`config.mk`:
```
export PLATFORM = sky130hd
export DESIGN_NAME = addr_gpio_port
export DESIGN_NICKNAME = d
export VERILOG_FILES = /design/src/rtl/agp_pkg.sv /design/src/rtl/agp_regs.sv /design/src/rtl/agp_pin_role.sv /design/src/rtl/agp_pad_drive.sv /design/src/rtl/addr_gpio_port.sv
export SDC_FILE = /design/constraint.sdc
export NUM_CORES = 1
export LEC_CHECK = 0
export ABC_AREA = 1
export CORE_MARGIN = 4
export CORE_UTILIZATION = 50
export CTS_BUF_LIST = sky130_fd_sc_hd__clkbuf_2
export DETAILED_ROUTE_END_ITERATION = 8
export DONT_BUFFER_PORTS = 1
export PLACE_DENSITY_LB_ADDON = 0.08
export SLEW_MARGIN = 15
export SYNTH_ARGS = -nofsm -noshare
export SYNTH_HDL_FRONTEND = slang
export SYNTH_SLANG_ARGS = --single-unit
```
`constraint.sdc`:
```
create_clock -name clk -period 2.4 [get_ports clk]
set_input_delay 0.12 -clock clk [delete_from_list [all_inputs] [get_ports clk]]
set_output_delay 0.12 -clock clk [all_outputs]
set_load 0.05 [all_outputs]
```
`src/rtl/agp_pkg.sv`:
```
package agp_pkg;
  typedef enum logic [1:0] {
    MODE_EXT_WIDE   = 2'd0,
    MODE_EXT_NARROW = 2'd1,
    MODE_MIXED      = 2'd2,
    MODE_SINGLE     = 2'd3
  } port_mode_e;

  localparam int unsigned OFF_DIR  = 0;
  localparam int unsigned OFF_DATA = 1;
  localparam int unsigned OFF_PINS = 2;
  localparam int unsigned OFF_PULL = 3;
  localparam int unsigned OFF_ODRN = 4;
endpackage

```
`src/rtl/agp_regs.sv`:
```
module agp_regs
  import agp_pkg::*;
#(
  parameter int WIDTH  = 8,
  parameter int ADDR_W = 3
) (
  input  logic              clk,
  input  logic              rst,
  input  logic              hw_stby,
  input  logic              bus_sel,
  input  logic              bus_wr,
  input  logic [ADDR_W-1:0] bus_addr,
  input  logic [WIDTH-1:0]  bus_wdata,
  input  logic [WIDTH-1:0]  pins_view,
  output logic [WIDTH-1:0]  bus_rdata,
  output logic [WIDTH-1:0]  dir_q,
  output logic [WIDTH-1:0]  data_q,
  output logic [WIDTH-1:0]  pull_q,
  output logic [WIDTH-1:0]  odrn_q
);
  localparam logic [WIDTH-1:0] DIR_RD_VALUE = {WIDTH{1'b1}};

  logic             wr_ok;
  logic [WIDTH-1:0] rd_mux;

  assign wr_ok = bus_sel && bus_wr && !hw_stby;

  always_comb begin
    rd_mux = '0;
    if (bus_addr == ADDR_W'(OFF_DIR))       rd_mux = DIR_RD_VALUE;
    else if (bus_addr == ADDR_W'(OFF_DATA)) rd_mux = data_q;
    else if (bus_addr == ADDR_W'(OFF_PINS)) rd_mux = pins_view;
    else if (bus_addr == ADDR_W'(OFF_PULL)) rd_mux = pull_q;
    else if (bus_addr == ADDR_W'(OFF_ODRN)) rd_mux = odrn_q;
  end

  always_ff @(posedge clk) begin
    if (rst) begin
      dir_q     <= '0;
      data_q    <= '0;
      pull_q    <= '0;
      odrn_q    <= '0;
      bus_rdata <= '0;
    end else begin
      if (hw_stby) begin
        dir_q <= '0;
      end else if (wr_ok && bus_addr == ADDR_W'(OFF_DIR)) begin
        dir_q <= bus_wdata;
      end
      if (wr_ok && bus_addr == ADDR_W'(OFF_DATA)) data_q <= bus_wdata;
      if (wr_ok && bus_addr == ADDR_W'(OFF_PULL)) pull_q <= bus_wdata;
      if (wr_ok && bus_addr == ADDR_W'(OFF_ODRN)) odrn_q <= bus_wdata;
      if (bus_sel && !bus_wr) bus_rdata <= rd_mux;
    end
  end
endmodule

```
`src/rtl/agp_pin_role.sv`:
```
module agp_pin_role
  import agp_pkg::*;
#(
  parameter int WIDTH = 8
) (
  input  logic [1:0]       mode,
  input  logic [WIDTH-1:0] dir_q,
  output logic [WIDTH-1:0] is_addr,
  output logic [WIDTH-1:0] is_gpio
);
  logic ext_mode;
  logic mixed_mode;
  logic single_mode;

  assign ext_mode    = (mode == MODE_EXT_WIDE) || (mode == MODE_EXT_NARROW);
  assign mixed_mode  = (mode == MODE_MIXED);
  assign single_mode = (mode == MODE_SINGLE);

  for (genvar i = 0; i < WIDTH; i++) begin : g_bit
    assign is_addr[i] = ext_mode || (mixed_mode && dir_q[i]);
    assign is_gpio[i] = single_mode && dir_q[i];
  end
endmodule

```
`src/rtl/agp_pad_drive.sv`:
```
module agp_pad_drive #(
  parameter int WIDTH = 8
) (
  input  logic             clk,
  input  logic             rst,
  input  logic             hw_stby,
  input  logic             sw_stby,
  input  logic             stby_hold,
  input  logic [WIDTH-1:0] is_addr,
  input  logic [WIDTH-1:0] is_gpio,
  input  logic [WIDTH-1:0] addr_in,
  input  logic [WIDTH-1:0] data_q,
  input  logic [WIDTH-1:0] pull_q,
  input  logic [WIDTH-1:0] odrn_q,
  output logic [WIDTH-1:0] pad_out,
  output logic [WIDTH-1:0] pad_oe,
  output logic [WIDTH-1:0] pull_en
);
  logic [WIDTH-1:0] nxt_out;
  logic [WIDTH-1:0] nxt_oe;
  logic [WIDTH-1:0] nxt_pu;

  for (genvar i = 0; i < WIDTH; i++) begin : g_pin
    logic o_b;
    logic e_b;
    logic p_b;

    always_comb begin
      o_b = 1'b0;
      e_b = 1'b0;
      p_b = 1'b0;
      if (hw_stby) begin
        o_b = 1'b0;
      end else if (is_addr[i]) begin
        if (!sw_stby) begin
          o_b = addr_in[i];
          e_b = 1'b1;
        end else if (stby_hold) begin
          o_b = pad_out[i];
          e_b = 1'b1;
        end
      end else if (is_gpio[i]) begin
        if (odrn_q[i]) begin
          e_b = !data_q[i];
        end else begin
          o_b = data_q[i];
          e_b = 1'b1;
        end
      end else begin
        p_b = pull_q[i];
      end
    end

    assign nxt_out[i] = o_b;
    assign nxt_oe[i]  = e_b;
    assign nxt_pu[i]  = p_b;
  end

  always_ff @(posedge clk) begin
    if (rst) begin
      pad_out <= '0;
      pad_oe  <= '0;
      pull_en <= '0;
    end else begin
      pad_out <= nxt_out;
      pad_oe  <= nxt_oe;
      pull_en <= nxt_pu;
    end
  end
endmodule

```
`src/rtl/addr_gpio_port.sv`:
```
module addr_gpio_port #(
  parameter int WIDTH  = 8,
  parameter int ADDR_W = 3
) (
  input  logic              clk,
  input  logic              rst,
  input  logic              hw_stby,
  input  logic              sw_stby,
  input  logic              stby_hold,
  input  logic [1:0]        mode,
  input  logic              bus_sel,
  input  logic              bus_wr,
  input  logic [ADDR_W-1:0] bus_addr,
  input  logic [WIDTH-1:0]  bus_wdata,
  output logic [WIDTH-1:0]  bus_rdata,
  input  logic [WIDTH-1:0]  addr_in,
  input  logic [WIDTH-1:0]  pad_in,
  output logic [WIDTH-1:0]  pad_out,
  output logic [WIDTH-1:0]  pad_oe,
  output logic [WIDTH-1:0]  pull_en
);
  logic [WIDTH-1:0] dir_q;
  logic [WIDTH-1:0] data_q;
  logic [WIDTH-1:0] pull_q;
  logic [WIDTH-1:0] odrn_q;
  logic [WIDTH-1:0] is_addr;
  logic [WIDTH-1:0] is_gpio;
  logic [WIDTH-1:0] pins_view;

  // driven GPIO pins report the data bit, the rest report the pad.
  assign pins_view = (is_gpio & data_q) | (~is_gpio & pad_in);

  agp_regs #(.WIDTH(WIDTH), .ADDR_W(ADDR_W)) u_regs (
    .clk       (clk),
    .rst       (rst),
    .hw_stby   (hw_stby),
    .bus_sel   (bus_sel),
    .bus_wr    (bus_wr),
    .bus_addr  (bus_addr),
    .bus_wdata (bus_wdata),
    .pins_view (pins_view),
    .bus_rdata (bus_rdata),
    .dir_q     (dir_q),
    .data_q    (data_q),
    .pull_q    (pull_q),
    .odrn_q    (odrn_q)
  );

  agp_pin_role #(.WIDTH(WIDTH)) u_role (
    .mode    (mode),
    .dir_q   (dir_q),
    .is_addr (is_addr),
    .is_gpio (is_gpio)
  );

  agp_pad_drive #(.WIDTH(WIDTH)) u_drive (
    .clk       (clk),
    .rst       (rst),
    .hw_stby   (hw_stby),
    .sw_stby   (sw_stby),
    .stby_hold (stby_hold),
    .is_addr   (is_addr),
    .is_gpio   (is_gpio),
    .addr_in   (addr_in),
    .data_q    (data_q),
    .pull_q    (pull_q),
    .odrn_q    (odrn_q),
    .pad_out   (pad_out),
    .pad_oe    (pad_oe),
    .pull_en   (pull_en)
  );
endmodule

```
==> impl_metrics.ini, run 1 <==
[logic_synthesis]
avgSynthCellArea_sq_um = 7.11
ys_types = 26
synth_seq_cells = 64
netlist_area_sq_mm = 0.00292
synth_nets = 447
synthCells = 411
ys_seq_area_frac = 0.438
ys_warn_count = 0

[setup_path]
cp_data_required_time_ns = 2.84
path_max_fanout = 19
cp-start-kind = input port
reg2regPathDepth = 5
arrival_ns = 2.58
cp-end-kind = flop
r2r-start = u_regs.dir_q[3]
reg2reg_to = u_drive.pull_en[3]
critPathKind = input port to flop
r2r_slack_ns = 0.37

[routing]
vias = 2939
post_drt_wl_per_cell_um = 16.7
drc = 0
routed_wl_um = 9030
drt-pass1-iter-count = 5
vias_per_cell = 5.43
ant_nets = 0
drt-initial-drc-count = 323

[power]
leakage_nw = 1.51
power_density_mw_per_mm2 = 589
irDropWorstVdd_mv = 0.315

[worst_hold_path]
whs_endpoint = u_regs.pull_q[7]
hp-class = input port to flop
min_from = bus_addr[1]
min_path_cells = 3

[clocking]
clk_pin_slew_worst_paths_ns = 0.18
clock_path_buffers = 2
worstSkewPairLatency_ns = 0.48
cts_buffers = 9
root_buffer = clkbuf_2
cts_tree = done
h-tree-depth = 3
cts.sinks = 64

[sta]
slew_headroom = 0.450
finalCritPeriodShare = 0.890
tightest_slew_ns = 0.824
fin_tns_setup_ns = 0
drv_slew = 0
finClkSkew_ns = 0.0153
rsz0062_at_grt = false
fmax_mhz = 468
finalHoldViolations = 0
finalCriticalPeriod_ns = 2.14
hold_slack_ns = 0.0187
setup_viol = 0

[grt]
grtUsageTotal = 0.256
grt_max_degree = 33
grt_pass1_wl_um = 14500
grt_pass1_vias = 2718
antenna_found_initial = 1
grt-ovfl-total = 0

[finish]
drive_gt1_frac = 0.0748
areaGrowthSynthToFinish_pct = 24.0
multi_input_area_sq_mm = 0.00144
fillCellCount = 523
finalNonFillerCells = 541
final_nets = 499
utilization = 0.651
ff_latch_area_sq_mm = 0.00128

[run]
max-cap-violations = 0

[placement]
portBuffers = 0
place_inst = 470
gp_congestion = 0.867
dpl.hpwl_um = 6180

[outcome]
outcome = completed

[floorplanning]
die_w_um = 84.5
ios = 68
die-area_sq_mm = 0.00714
initial_core_util = 0.525
placementRows = 27
coreArea_sq_mm = 0.00557
fp.dieH_um = 84.5
==> through the flow <==
step                      total power [mW]  cell area, sq um  worst slack [ns]
after CTS                             2.13              3620            0.0680
after global routing                  2.21              3630             0.187
after global placement                1.32              2950              1.11
after floorplan                       1.31              2920              1.41
after detailed placement              1.32              2950              1.09
final                                 2.14              3630             0.264
==> flip-flops by register name (all words and copies together) (netlist names) <==
signal / cells
u_regs.odrn_q: 8
u_regs.bus_rdata: 8
u_drive.pull_en: 8
u_drive.pad_out: 8
u_regs.dir_q: 8
u_drive.pad_oe: 8
u_regs.pull_q: 8
u_regs.data_q: 8
==> kinds of logic (layout without fill, tap and decap cells) <==
family	count (synthesis)	count (layout)	synth area share
AO/OA/AOI/OAI	90	90	0.162
AND/OR/NAND/NOR	207	207	0.329
buffers and inverters	50	107	0.0706
other	0	1	0
flip-flops	64	64	0.438
==> cells in the mapped netlist <==
library cell,instances,area (sq um)
nor2_1,68,255
dfxtp_1,64,1280
nand2_1,59,221
o21ai_0,48,240
nand3_1,45,225
inv_1,31,116
a21oi_1,29,145
nand4_1,16,100
buf_2,6,30.0
clkbuf_1,6,22.5
inv_2,5,18.8
nor2_4,5,56.3
a21o_1,4,30.0
a31oi_1,4,25.0
nor3_1,4,20.0
o21bai_1,3,22.5
nand2_2,2,12.5
nand3_2,2,20.0
nor2_2,2,12.5
o21ai_1,2,10.0
and3_1,1,6.26
buf_4,1,7.51
buf_6,1,11.3
nand3_4,1,17.5
nor3_2,1,10.0
or2_2,1,6.26
==> worst max-delay path by stage <==
stage / start / endpoint / slack (ns) / cells past startpoint
floorplan: u_drive.pad_out[2] / u_drive.pad_out[2] / 1.41 / 4
detailed placement: bus_addr[2] / u_regs.pull_q[0] / 1.09 / 6
global route: rst / u_drive.pull_en[3] / 0.19 / 7
global placement: bus_addr[2] / u_regs.pull_q[5] / 1.11 / 6
CTS: mode[1] / u_drive.pull_en[3] / 0.07 / 5
finish: rst / u_drive.pull_en[3] / 0.26 / 7
==> area by class of cell <==
| cell class | count | share of cell area |
|---|---|---|
| sequential | 64 | 0.353 |
| timing repair buffer | 55 | 0.152 |
| clock inverter | 4 | 0.0190 |
| tap | 72 | 0.0248 |
| multi-input combinational | 297 | 0.396 |
| inverter | 36 | 0.0373 |
| clock buffer | 12 | 0.0166 |
| antenna | 1 | 0.000690 |
==> critical path: stages <==
cell           delay (ns)
dlygate4sd3_1        0.54
nor2_2               0.07
dlygate4sd3_1        0.54
buf_4                0.24
inv_1                0.27
nor3_1               0.23
dlygate4sd3_1        0.56
==> report_power, final <==
group | internal (mW) | total (mW) | switching (mW)
sequential | 1.09 | 1.17 | 0.0830
combinational | 0.0969 | 0.226 | 0.129
clock | 0.354 | 0.738 | 0.384
==> layer usage <==
layer	vias to the layer above	track usage	share of wire
met5	-	0	0
met4	0	0.0935	0.018
met3	14	0.0540	0.092
met2	151	0.378	0.43
met1	1296	0.367	0.46
li1	1478	-	-
==> cell usage in the layout (no fill, tap or decap), drive strengths merged, types with 3 or more instances in the layout <==
master	n
o21bai	3
nand2	61
a31oi	4
inv	36
o21ai	50
nand3	48
clkbuf	12
nand4	16
dfxtp	64
a21o	4
a21oi	29
nor3	5
dlygate4sd3	52
nor2	75
==> timing repair <==
item,CTS,global route
setup endpoints to repair,0,1
resized for setup,0,2
hold endpoints to repair,64,0
hold buffers,54,0
buffers inserted,0,0
No activity file was read; power rests on OpenSTA's default activity.
==> run 2: changes to the inputs <==
- CORE_MARGIN: 4 -> not set
==> impl_metrics.ini, run 2 (synthesis gave the netlist of run 1 again) <==
[sta]
finalHoldViolations = 0
slew_headroom = 0.427
fmax_mhz = 471
rsz0062_at_grt = false
tightest_slew_ns = 0.859
drv_slew = 0
fin_tns_setup_ns = 0
finalCritPeriodShare = 0.884
finClkSkew_ns = 0.0144
finalCriticalPeriod_ns = 2.12
hold_slack_ns = 0.0182
setup_viol = 0

[power]
seqPwrFrac = 0.572
comb_power_share = 0.112
irDropWorstVdd_mv = 0.306
p_switching_mw = 0.605
power_density_mw_per_mm2 = 563
power.internal_mw = 1.44
switching_share = 0.295
clockPowerShare = 0.316
leakage_nw = 1.50

[finish]
final_cell_area_sq_mm = 0.00363
utilization = 0.652
drive_gt1_frac = 0.0764
areaGrowthSynthToFinish_pct = 24.3
final_nets = 502
layout_common_cells = nor2_1 (68), dfxtp_1 (64), nand2_1 (59)
antenna_cells = 0
finalNonFillerCells = 543
fillCellCount = 501
final_common_cell = nor2_1

[placement]
dpl.hpwl_um = 5930
dpl_cell_area_sq_mm = 0.00295
gp_congestion = 0.915
place_inst = 470
portBuffers = 0

[run]
max-cap-violations = 0

[floorplanning]
die-area_sq_mm = 0.00616
coreArea_sq_mm = 0.00557
fp.dieH_um = 78.5
die_w_um = 78.5
initial_core_util = 0.525
placementRows = 27
ios = 68

[worst_hold_path]
min_path_cells = 4
whs_endpoint = u_regs.dir_q[2]
hp-class = input port to flop
min_from = bus_sel

[setup_path]
r2r_slack_ns = 0.43
cpMostUsedCell = dlygate4sd3_1
cpMaxStageDelayCell = dlygate4sd3_1
arrival_ns = 2.60
cp-end-kind = flop
path_max_fanout = 19
cp_data_required_time_ns = 2.88
cp-start-kind = input port
critPathKind = input port to flop
r2r-start = u_regs.dir_q[3]
reg2regPathDepth = 5
critPathMaxStageDelay_ns = 0.56
path_cells = dlygate4sd3_1, nor2_2, dlygate4sd3_1, buf_4, inv_1, nor3_1, dlygate4sd3_1
reg2reg_to = u_drive.pull_en[3]

[routing]
vias_per_cell = 5.62
routed_wl_um = 9010
ant_nets = 0
drt-pass1-iter-count = 5
drc = 0
post_drt_wl_per_cell_um = 16.6
drt-initial-drc-count = 280
vias = 3054

[clocking]
clock_path_buffers = 2
cts_buffers = 9
clk_pin_slew_worst_paths_ns = 0.18
cts.sinks = 64
h-tree-depth = 3
worstSkewPairLatency_ns = 0.52
cts_tree = done
cts_setup_buffers = 0
root_buffer = clkbuf_2

[grt]
grt_pass1_wl_um = 14900
grt-ovfl-total = 0
antenna_found_initial = 0
grtUsageTotal = 0.319
grt_pass1_vias = 2921
grt_max_degree = 33

[outcome]
outcome = completed
run 2: changes by cell type in the layout (fill, tap and decap cells not counted), sizes merged:
cell	change
bufinv	-1
clkbuf	+1
clkinv	-1
clkinvlp	+1
diode	-1
dlygate4sd3	+3
run 2: timing repair:
action,in CTS,in global routing
endpoints found under the hold margin,64,0
hold buffers,57,0
gates resized for setup,0,2
setup endpoints to repair,0,1
run 2: power groups by stage:
stage	clock network, mW	registers (mW)	logic [mW]
2_1_floorplan	0	1.19	0.120
3_3_place_gp	0	1.19	0.129
3_5_place_dp	0	1.19	0.129
4_1_cts	0.654	1.17	0.223
5_1_grt	0.703	1.17	0.254
6_report	0.647	1.17	0.230
run 2: worst max-delay path, delay by kind of cell:
family	cells	cell delay, ns
buf+inv	5	2.17
simple gates	2	0.31
run 2: worst max path at each step:
stage	slack [ns]	start	endpoint
after floorplan	1.41	u_drive.pad_out[2]	u_drive.pad_out[2]
after global placement	1.03	bus_sel	u_regs.bus_rdata[1]
after detailed placement	1.09	bus_sel	u_regs.bus_rdata[3]
after CTS	0.15	mode[1]	u_drive.pull_en[3]
after global routing	0.16	rst	u_drive.pull_en[3]
final	0.28	rst	u_drive.pull_en[3]
run 2: cell type report:
type | count | area, sq um | share of cell area
Clock buffer | 13 | 65.1 | 0.0179
Clock inverter | 3 | 42.5 | 0.0117
Inverter | 36 | 135 | 0.0372
Multi-Input combinational cell | 297 | 1440 | 0.395
Sequential cell | 64 | 1280 | 0.353
Tap cell | 72 | 90.1 | 0.0248
Timing Repair Buffer | 58 | 583 | 0.160
run 2: per-layer routing:
layer,vias to the layer above,track usage,part of all wire
li1,1501,-,-
met1,1384,0.432,0.46
met2,152,0.480,0.43
met3,17,0.0884,0.090
met4,0,0.122,0.020
met5,-,0,0
run 2: stage by stage:
stage	worst slack [ns]	power, mW
floorplan	1.41	1.31
global placement	1.03	1.32
detailed placement	1.09	1.32
CTS	0.153	2.05
global route	0.164	2.13
finish	0.277	2.05
